$ cat config.mk
export PLATFORM = sky130hd
export DESIGN_NAME = tx_trig_tuner
export DESIGN_NICKNAME = d
export VERILOG_FILES = /design/src/rtl/tx_trig_pkg.sv /design/src/rtl/tx_trig_calc.sv /design/src/rtl/tx_trig_seq.sv /design/src/rtl/tx_trig_tuner.sv
export SDC_FILE = /design/constraint.sdc
export NUM_CORES = 1
export LEC_CHECK = 0
export ABC_AREA = 0
export BUFFER_PORTS_ARGS = -buffer_cell sky130_fd_sc_hd__buf_2
export CAP_MARGIN = 20
export CORE_ASPECT_RATIO = 1.75
export CORE_UTILIZATION = 40
export CTS_CLUSTER_SIZE = 30
export DETAILED_ROUTE_END_ITERATION = 6
export PLACE_DENSITY_LB_ADDON = 0.12
export SKIP_CTS_REPAIR_TIMING = 1
export SYNTH_ARGS = -nofsm -noshare
export SYNTH_HDL_FRONTEND = slang
export SYNTH_SLANG_ARGS = --single-unit
$ cat constraint.sdc
create_clock -name clk -period 3.02 [get_ports clk]
set_input_delay 0.302 -clock clk [delete_from_list [all_inputs] [get_ports clk]]
set_output_delay 0.302 -clock clk [all_outputs]
set_load 0.05 [all_outputs]
$ cat src/rtl/tx_trig_pkg.sv
// Package: shared constants and types for the transmit trigger level tuner.
// Assumes: the level is counted in 64-byte units.
package tx_trig_pkg;
    localparam int TRIG_LVL_W   = 6;
    localparam int TRIG_LVL_MIN = 1;
    localparam int TRIG_LVL_MAX = 63;

    typedef enum logic [0:0] {
        ST_IDLE = 1'b0,
        ST_GATE = 1'b1
    } trig_state_t;
endpackage

$ cat src/rtl/tx_trig_calc.sv
// Module: tx_trig_calc
// Works out the candidate next level and whether the adjustment must be
// refused.
// - Raise: adds half the gap to the maximum (integer division).
// - Lower: subtracts one.
// Assumes: the level input already lies within [LVL_MIN, LVL_MAX].
module tx_trig_calc #(
    parameter int LVL_W   = 6,
    parameter int LVL_MIN = 1,
    parameter int LVL_MAX = 63
) (
    input  logic [LVL_W-1:0] cur_level,
    input  logic             dir_up,
    output logic [LVL_W-1:0] nxt_level,
    output logic             refuse
);
    localparam int EXT_W = LVL_W + 1;
    localparam logic [EXT_W-1:0] MAX_EXT = EXT_W'(LVL_MAX);
    localparam logic [EXT_W-1:0] MIN_EXT = EXT_W'(LVL_MIN);

    logic [EXT_W-1:0] cur_ext;
    logic [EXT_W-1:0] up_step;

    // Purpose: compute the candidate level and the refusal for the requested direction.
    always_comb begin
        cur_ext = {1'b0, cur_level};
        up_step = (MAX_EXT - cur_ext) >> 1;
        if (dir_up) begin
            refuse    = (up_step == '0);
            nxt_level = LVL_W'(cur_ext + up_step);
        end else begin
            refuse    = (cur_ext <= MIN_EXT);
            nxt_level = LVL_W'(cur_ext - 1'b1);
        end
    end
endmodule

$ cat src/rtl/tx_trig_seq.sv
// Module: tx_trig_seq
// Sequencer for the two-cycle update.
// - Accepts a request only while idle; a raise wins over a lower.
// - Holds the interrupt gate low for one cycle, then restores the saved value.
// - Raises the commit strobe and a registered done pulse.
// Assumes: requests are one-cycle pulses; requests that arrive while busy are dropped.
module tx_trig_seq
    import tx_trig_pkg::*;
(
    input  logic clk,
    input  logic rst_n,
    input  logic inc_req,
    input  logic dec_req,
    input  logic irq_en_in,
    output logic commit,
    output logic dir_up,
    output logic irq_gate,
    output logic done
);
    trig_state_t state;
    logic        gate_saved;
    logic        accept;

    // Purpose: detect a request that can start an update.
    always_comb begin
        accept = (state == ST_IDLE) && (inc_req || dec_req);
        commit = (state == ST_GATE);
    end

    // Purpose: step the state machine and register the gate, direction and done.
    always_ff @(posedge clk) begin
        if (!rst_n) begin
            state      <= ST_IDLE;
            gate_saved <= 1'b0;
            dir_up     <= 1'b0;
            irq_gate   <= 1'b0;
            done       <= 1'b0;
        end else begin
            done <= 1'b0;
            case (state)
                ST_IDLE: begin
                    if (accept) begin
                        state      <= ST_GATE;
                        gate_saved <= irq_gate;
                        dir_up     <= inc_req;
                        irq_gate   <= 1'b0;
                    end else begin
                        irq_gate   <= irq_en_in;
                    end
                end
                default: begin
                    state    <= ST_IDLE;
                    irq_gate <= gate_saved;
                    done     <= 1'b1;
                end
            endcase
        end
    end

    // the gate is low for the whole cycle after a request is accepted.
    a_r6_gate_low: assert property (@(posedge clk) disable iff (!rst_n)
        accept |=> !irq_gate);
    // with both requests present, the raise direction is latched.
    a_r8_inc_priority: assert property (@(posedge clk) disable iff (!rst_n)
        (accept && inc_req) |=> dir_up);
    // no request is accepted while an update is in flight.
    a_r9_busy_no_restart: assert property (@(posedge clk) disable iff (!rst_n)
        commit |=> (state == ST_IDLE));
    // done follows the commit cycle and lasts a single cycle.
    a_r7_done_single: assert property (@(posedge clk) disable iff (!rst_n)
        done |=> !done);
endmodule

$ cat src/rtl/tx_trig_tuner.sv
// Module: tx_trig_tuner (top)
// Holds the transmit FIFO trigger level and the fail flag.
// Updates both on the commit cycle of the sequencer.
// Assumes: the level is in 64-byte units and resets to the floor value.
module tx_trig_tuner
    import tx_trig_pkg::*;
#(
    parameter int LVL_W   = TRIG_LVL_W,
    parameter int LVL_MIN = TRIG_LVL_MIN,
    parameter int LVL_MAX = TRIG_LVL_MAX
) (
    input  logic             clk,
    input  logic             rst_n,
    input  logic             inc_req,
    input  logic             dec_req,
    input  logic             irq_en_in,
    output logic             irq_gate,
    output logic [LVL_W-1:0] level,
    output logic             done,
    output logic             fail
);
    localparam logic [LVL_W-1:0] RESET_LVL = LVL_W'(LVL_MIN);

    logic             commit;
    logic             dir_up;
    logic [LVL_W-1:0] nxt_level;
    logic             refuse;

    tx_trig_seq u_seq (
        .clk       (clk),
        .rst_n     (rst_n),
        .inc_req   (inc_req),
        .dec_req   (dec_req),
        .irq_en_in (irq_en_in),
        .commit    (commit),
        .dir_up    (dir_up),
        .irq_gate  (irq_gate),
        .done      (done)
    );

    tx_trig_calc #(
        .LVL_W   (LVL_W),
        .LVL_MIN (LVL_MIN),
        .LVL_MAX (LVL_MAX)
    ) u_calc (
        .cur_level (level),
        .dir_up    (dir_up),
        .nxt_level (nxt_level),
        .refuse    (refuse)
    );

    // Purpose: commit the level only on success; record the refusal flag.
    always_ff @(posedge clk) begin
        if (!rst_n) begin
            level <= RESET_LVL;
            fail  <= 1'b0;
        end else if (commit) begin
            fail <= refuse;
            if (!refuse) begin
                level <= nxt_level;
            end
        end
    end

    // the level stays inside its legal range.
    a_r4_level_range: assert property (@(posedge clk) disable iff (!rst_n)
        (level >= RESET_LVL) && (int'(level) <= LVL_MAX));
    // the level moves only in a done cycle.
    a_r7_level_moves_on_done: assert property (@(posedge clk) disable iff (!rst_n)
        !done |-> $stable(level));
    // a refused adjustment leaves the level untouched.
    a_r5_refused_keeps_level: assert property (@(posedge clk) disable iff (!rst_n)
        (done && fail) |-> $stable(level));
    // a successful lower moves the level by exactly one.
    a_r3_dec_by_one: assert property (@(posedge clk) disable iff (!rst_n)
        (done && !fail && !dir_up) |-> (level == $past(level) - 1'b1));
    // the fail flag changes only when an adjustment finishes.
    a_r10_fail_held: assert property (@(posedge clk) disable iff (!rst_n)
        !done |-> $stable(fail));
endmodule

# == Word level (Yosys, flattened, before mapping) ==
# Cells that the tools add are included.
# W data, S select, Z words.
# totals
ff_bits,12
in_bits,5
output_inout_bits,9
word_cells,26
# classes
n_addsub,3
magnitude_cmp,1
muxes,6
n_bitwise,3
reduce_logical,6
# op_table
op,n
$logic_not A7 Y1,1
$sub A6 B6 Y7 const A,1
$add A6 B6 Y6,1
$le A6 B1 Y1 const B,1
$mux W6,1
$sub A6 B1 Y6 const B,1
$mux W1,5
$reduce_and A2 Y1,2
$not A1 Y1,3
$reduce_or A2 Y1,1
$logic_and A1 B1 Y1,1
$logic_or A1 B1 Y1,1

# == Logic depth before layout (Yosys ltp) ==
# logic_depth
ltp_word,5
ltp_mapped,7
ltp_nobuf,7

# == By module ==
# From an unflattened synthesis, not the netlist that was laid out.
# unflattened
cells_unflattened,107
area_unflattened_um2,925.9
# modules_own_cells
module,instances,cells_each,area_each_um2
tx_trig_calc,1,58,454.2
tx_trig_tuner,1,30,292.8
tx_trig_seq,1,19,178.9

# == Least setup slack after synthesis ==
# Ideal clock, no wire load.
# synth_timing
path_type,flip-flop to flip-flop
startpoint,register level[2]
endpoint,register level[5]
setup_ns,0.072
arrival_time_ns,2.267
required_time_ns,2.948
slack_ns,0.682
path_stages_with_launch,8
n_path_buf,0
period_less_slack_ns,2.338
cell_sequence,dfxtp_1 > inv_1 > ha_1 > nor3b_2 > a211oi_2 > or3_1 > a211oi_2 > mux2i_1
# synth_between
elab_chain_cells,5
# synth_lines
item,line,source
start: declaration,tx_trig_tuner.sv:18,"output logic [LVL_W-1:0] level,"
start signal: assignment,tx_trig_tuner.sv:60,level <= nxt_level;
branches (longest 5 deep; another with $sub A6 B6 Y7),-,
# Parallel ways; which one is timed is not known.
# A chain may end at the register's enable or synchronous reset.

# == Final worst setup path ==
# Same ends and word-level chain as after synthesis.

==> flow_summary.json <==
{
  "status": "complete, no violations",
  "htreeDepth": 1,
  "rows": 22,
  "dr_wl_met2_um": 1040,
  "dpl-instance-area_um2": 1000,
  "dr.pass1.iters": 2,
  "cts.sinks": 12,
  "critPathCaptureType": "register",
  "design_area_um2": 1040,
  "area_growth_pct": 12.0,
  "relSlewSlack_pct": 82.1,
  "worstSetupStartpointType": "register",
  "antenna_found_initial": 0,
  "synth_flop_cell": "dfxtp_1",
  "synth-edff-count": 0,
  "synth_seq_cells": 12,
  "period_share_pct": 70.1,
  "async_reset_ff_share_pct": 0,
  "synth_commonest_cells": "ha_1, dfxtp_1, inv_1",
  "boundaryPins": 14,
  "whs_ns": 0.291,
  "hp-class": "primary input to register",
  "core_um2": 2150,
  "synth_cell_type_count": 37,
  "syn_inst": 104,
  "synth_top_cell_by_area": "dfxtp_1",
  "cp_max_fo": 6,
  "via_count": 762,
  "root_buffer": "clkbuf_4",
  "fmax_mhz": 472,
  "grt_setup_unrepaired": "false",
  "detailed_place_hpwl_um": 1580,
  "yosys.cell_count.top_type": "ha_1",
  "ir_worst_vdd_mv": 0.465,
  "num_antenna_cells": 0,
  "clk_pin_slew_worst_paths_ns": 0.07,
  "synth.avg_cell_area_um2": 8.93,
  "die_h_um": 65.7,
  "gp_congestion": 0.782,
  "highest_layer": "met4",
  "layout_setup_ws_ns": 0.902,
  "yosysSeqAreaShare_pct": 25.9,
  "grtUsageTotal_pct": 19.2,
  "layout-drive-gt1-share_pct": 21.0,
  "drcViolationCount": 0,
  "power_density_nw_per_um2": 1040,
  "die_w_um": 38.4,
  "cts_tree": "built",
  "clk_latency_ns": 0.27,
  "globalRoute.totalOverflow": 0,
  "syn_nets": 124,
  "fin_setup_tns_ns": 0,
  "avgViaCountPerCell": 5.33,
  "synth.top_cell.area_share_pct": 25.9,
  "setup_viol": 0,
  "worstPathRequired_ns": 3.22,
  "crit_arrival_ns": 2.32,
  "grt_pass1_vias": 750,
  "totalWireLength_um": 1930,
  "power_mw": 1.08,
  "finalHoldViolCount": 0,
  "skew_ns": 0.00462,
  "grt_max_degree": 21,
  "dpl_worst_slack_ns": 0.923,
  "port_buffers": 13,
  "wl_met3_um": 32,
  "wl_met1_um": 838,
  "worstSetupPathType": "register to register",
  "numCtsBuffers": 3,
  "clockBufferDepth": 2,
  "drv_cap": 0,
  "routedWlPerCell_um": 13.5,
  "synth.area.top_cells": "dfxtp_1, ha_1, a21oi_1",
  "dieArea_um2": 2530,
  "grt_pass1_wl_um": 3490,
  "drt_iter0_markers": 7,
  "min_period_ns": 2.12,
  "antenna_left": 0,
  "p_leak_nw": 0.460,
  "slew_viol_final": 0,
  "worst_pin_slew_ns": 0.267,
  "mappedNetlistArea_um2": 928,
  "yosys_warnings": 0,
  "initial_core_util_pct": 43.2,
  "nets": 140
}
[worst max-delay path, cell delays in order, from the launching register on]
cell,delay (ns)
dfxtp_1,0.44
inv_1,0.19
ha_1,0.38
nor3b_2,0.22
a211oi_2,0.08
or3_1,0.33
a211oi_2,0.21
mux2i_1,0.19
[cell type report]
cell class | count | area (µm²)
Fill cell | 220 | 1110
Inverter | 11 | 41.3
Multi-Input combinational cell | 78 | 619
Tap cell | 24 | 30.0
Sequential cell | 12 | 240
Clock buffer | 4 | 36.3
Timing Repair Buffer | 14 | 72.6
[where the power goes]
| group | internal [mW] | leakage [nW] | switching, mW | total (mW) |
|---|---|---|---|---|
| logic | 0.282 | 0.341 | 0.439 | 0.721 |
| clock network | 0.0732 | 0.0210 | 0.0505 | 0.124 |
| registers | 0.189 | 0.0982 | 0.0416 | 0.231 |
| total | 0.545 | 0.460 | 0.531 | 1.08 |
[cells by family (layout without fill, tap and decap cells)]
logic type | count (synthesis) | after routing | synth area share (%)
compound gates | 31 | 31 | 25.2
simple gates | 29 | 29 | 17.5
fa+ha+maj | 15 | 15 | 21.0
buf+inv | 14 | 29 | 7.41
flops | 12 | 12 | 25.9
xor+xnor | 2 | 2 | 1.89
mux | 1 | 1 | 1.08
[metal layers]
metal | GRT usage [%] | vias to the layer above
li1 | - | 401
met2 | 32.0 | 10
met5 | 0 | -
met1 | 24.7 | 347
met3 | 2.03 | 4
met4 | 6.90 | 0
[stage by stage]
step           util (%)  instances
6_report           48.4        143
2_1_floorplan         -        104
3_5_place_dp       46.7        139
3_3_place_gp       46.7        139
5_1_grt            48.4        143
4_1_cts            48.4        143
[path summary, 6_finish.rpt]
kind,from,end,slack (ns),cells after the start
setup reg to reg,level[2],level[5],0.90,7
hold / removal,inc_req,u_seq.dir_up,0.29,3
setup / recovery,level[2],level[5],0.90,7
hold reg to reg,u_seq.irq_gate,u_seq.gate_saved,0.46,2
[registers in the layout, summed over array words and instances (netlist names)]
signal            flops
u_seq.gate_saved      1
u_seq.irq_gate        1
u_seq.done            1
u_seq.dir_up          1
fail                  1
level                 6
u_seq.commit          1
[placed cells by master, fill, tap and decap left out, drive strengths merged, types with 3 or more instances in the layout]
| cell type | Yosys | layout |
|---|---|---|
| a211oi | 5 | 5 |
| nand2 | 9 | 9 |
| nor3b | 4 | 4 |
| o21ai | 5 | 5 |
| inv | 11 | 11 |
| ha | 14 | 14 |
| nor2 | 5 | 5 |
| buf | 2 | 14 |
| dfxtp | 12 | 12 |
| a21oi | 8 | 8 |
| clkbuf | 0 | 4 |
| nand3 | 3 | 3 |
Note: power is estimated with default switching activity, not from simulation.
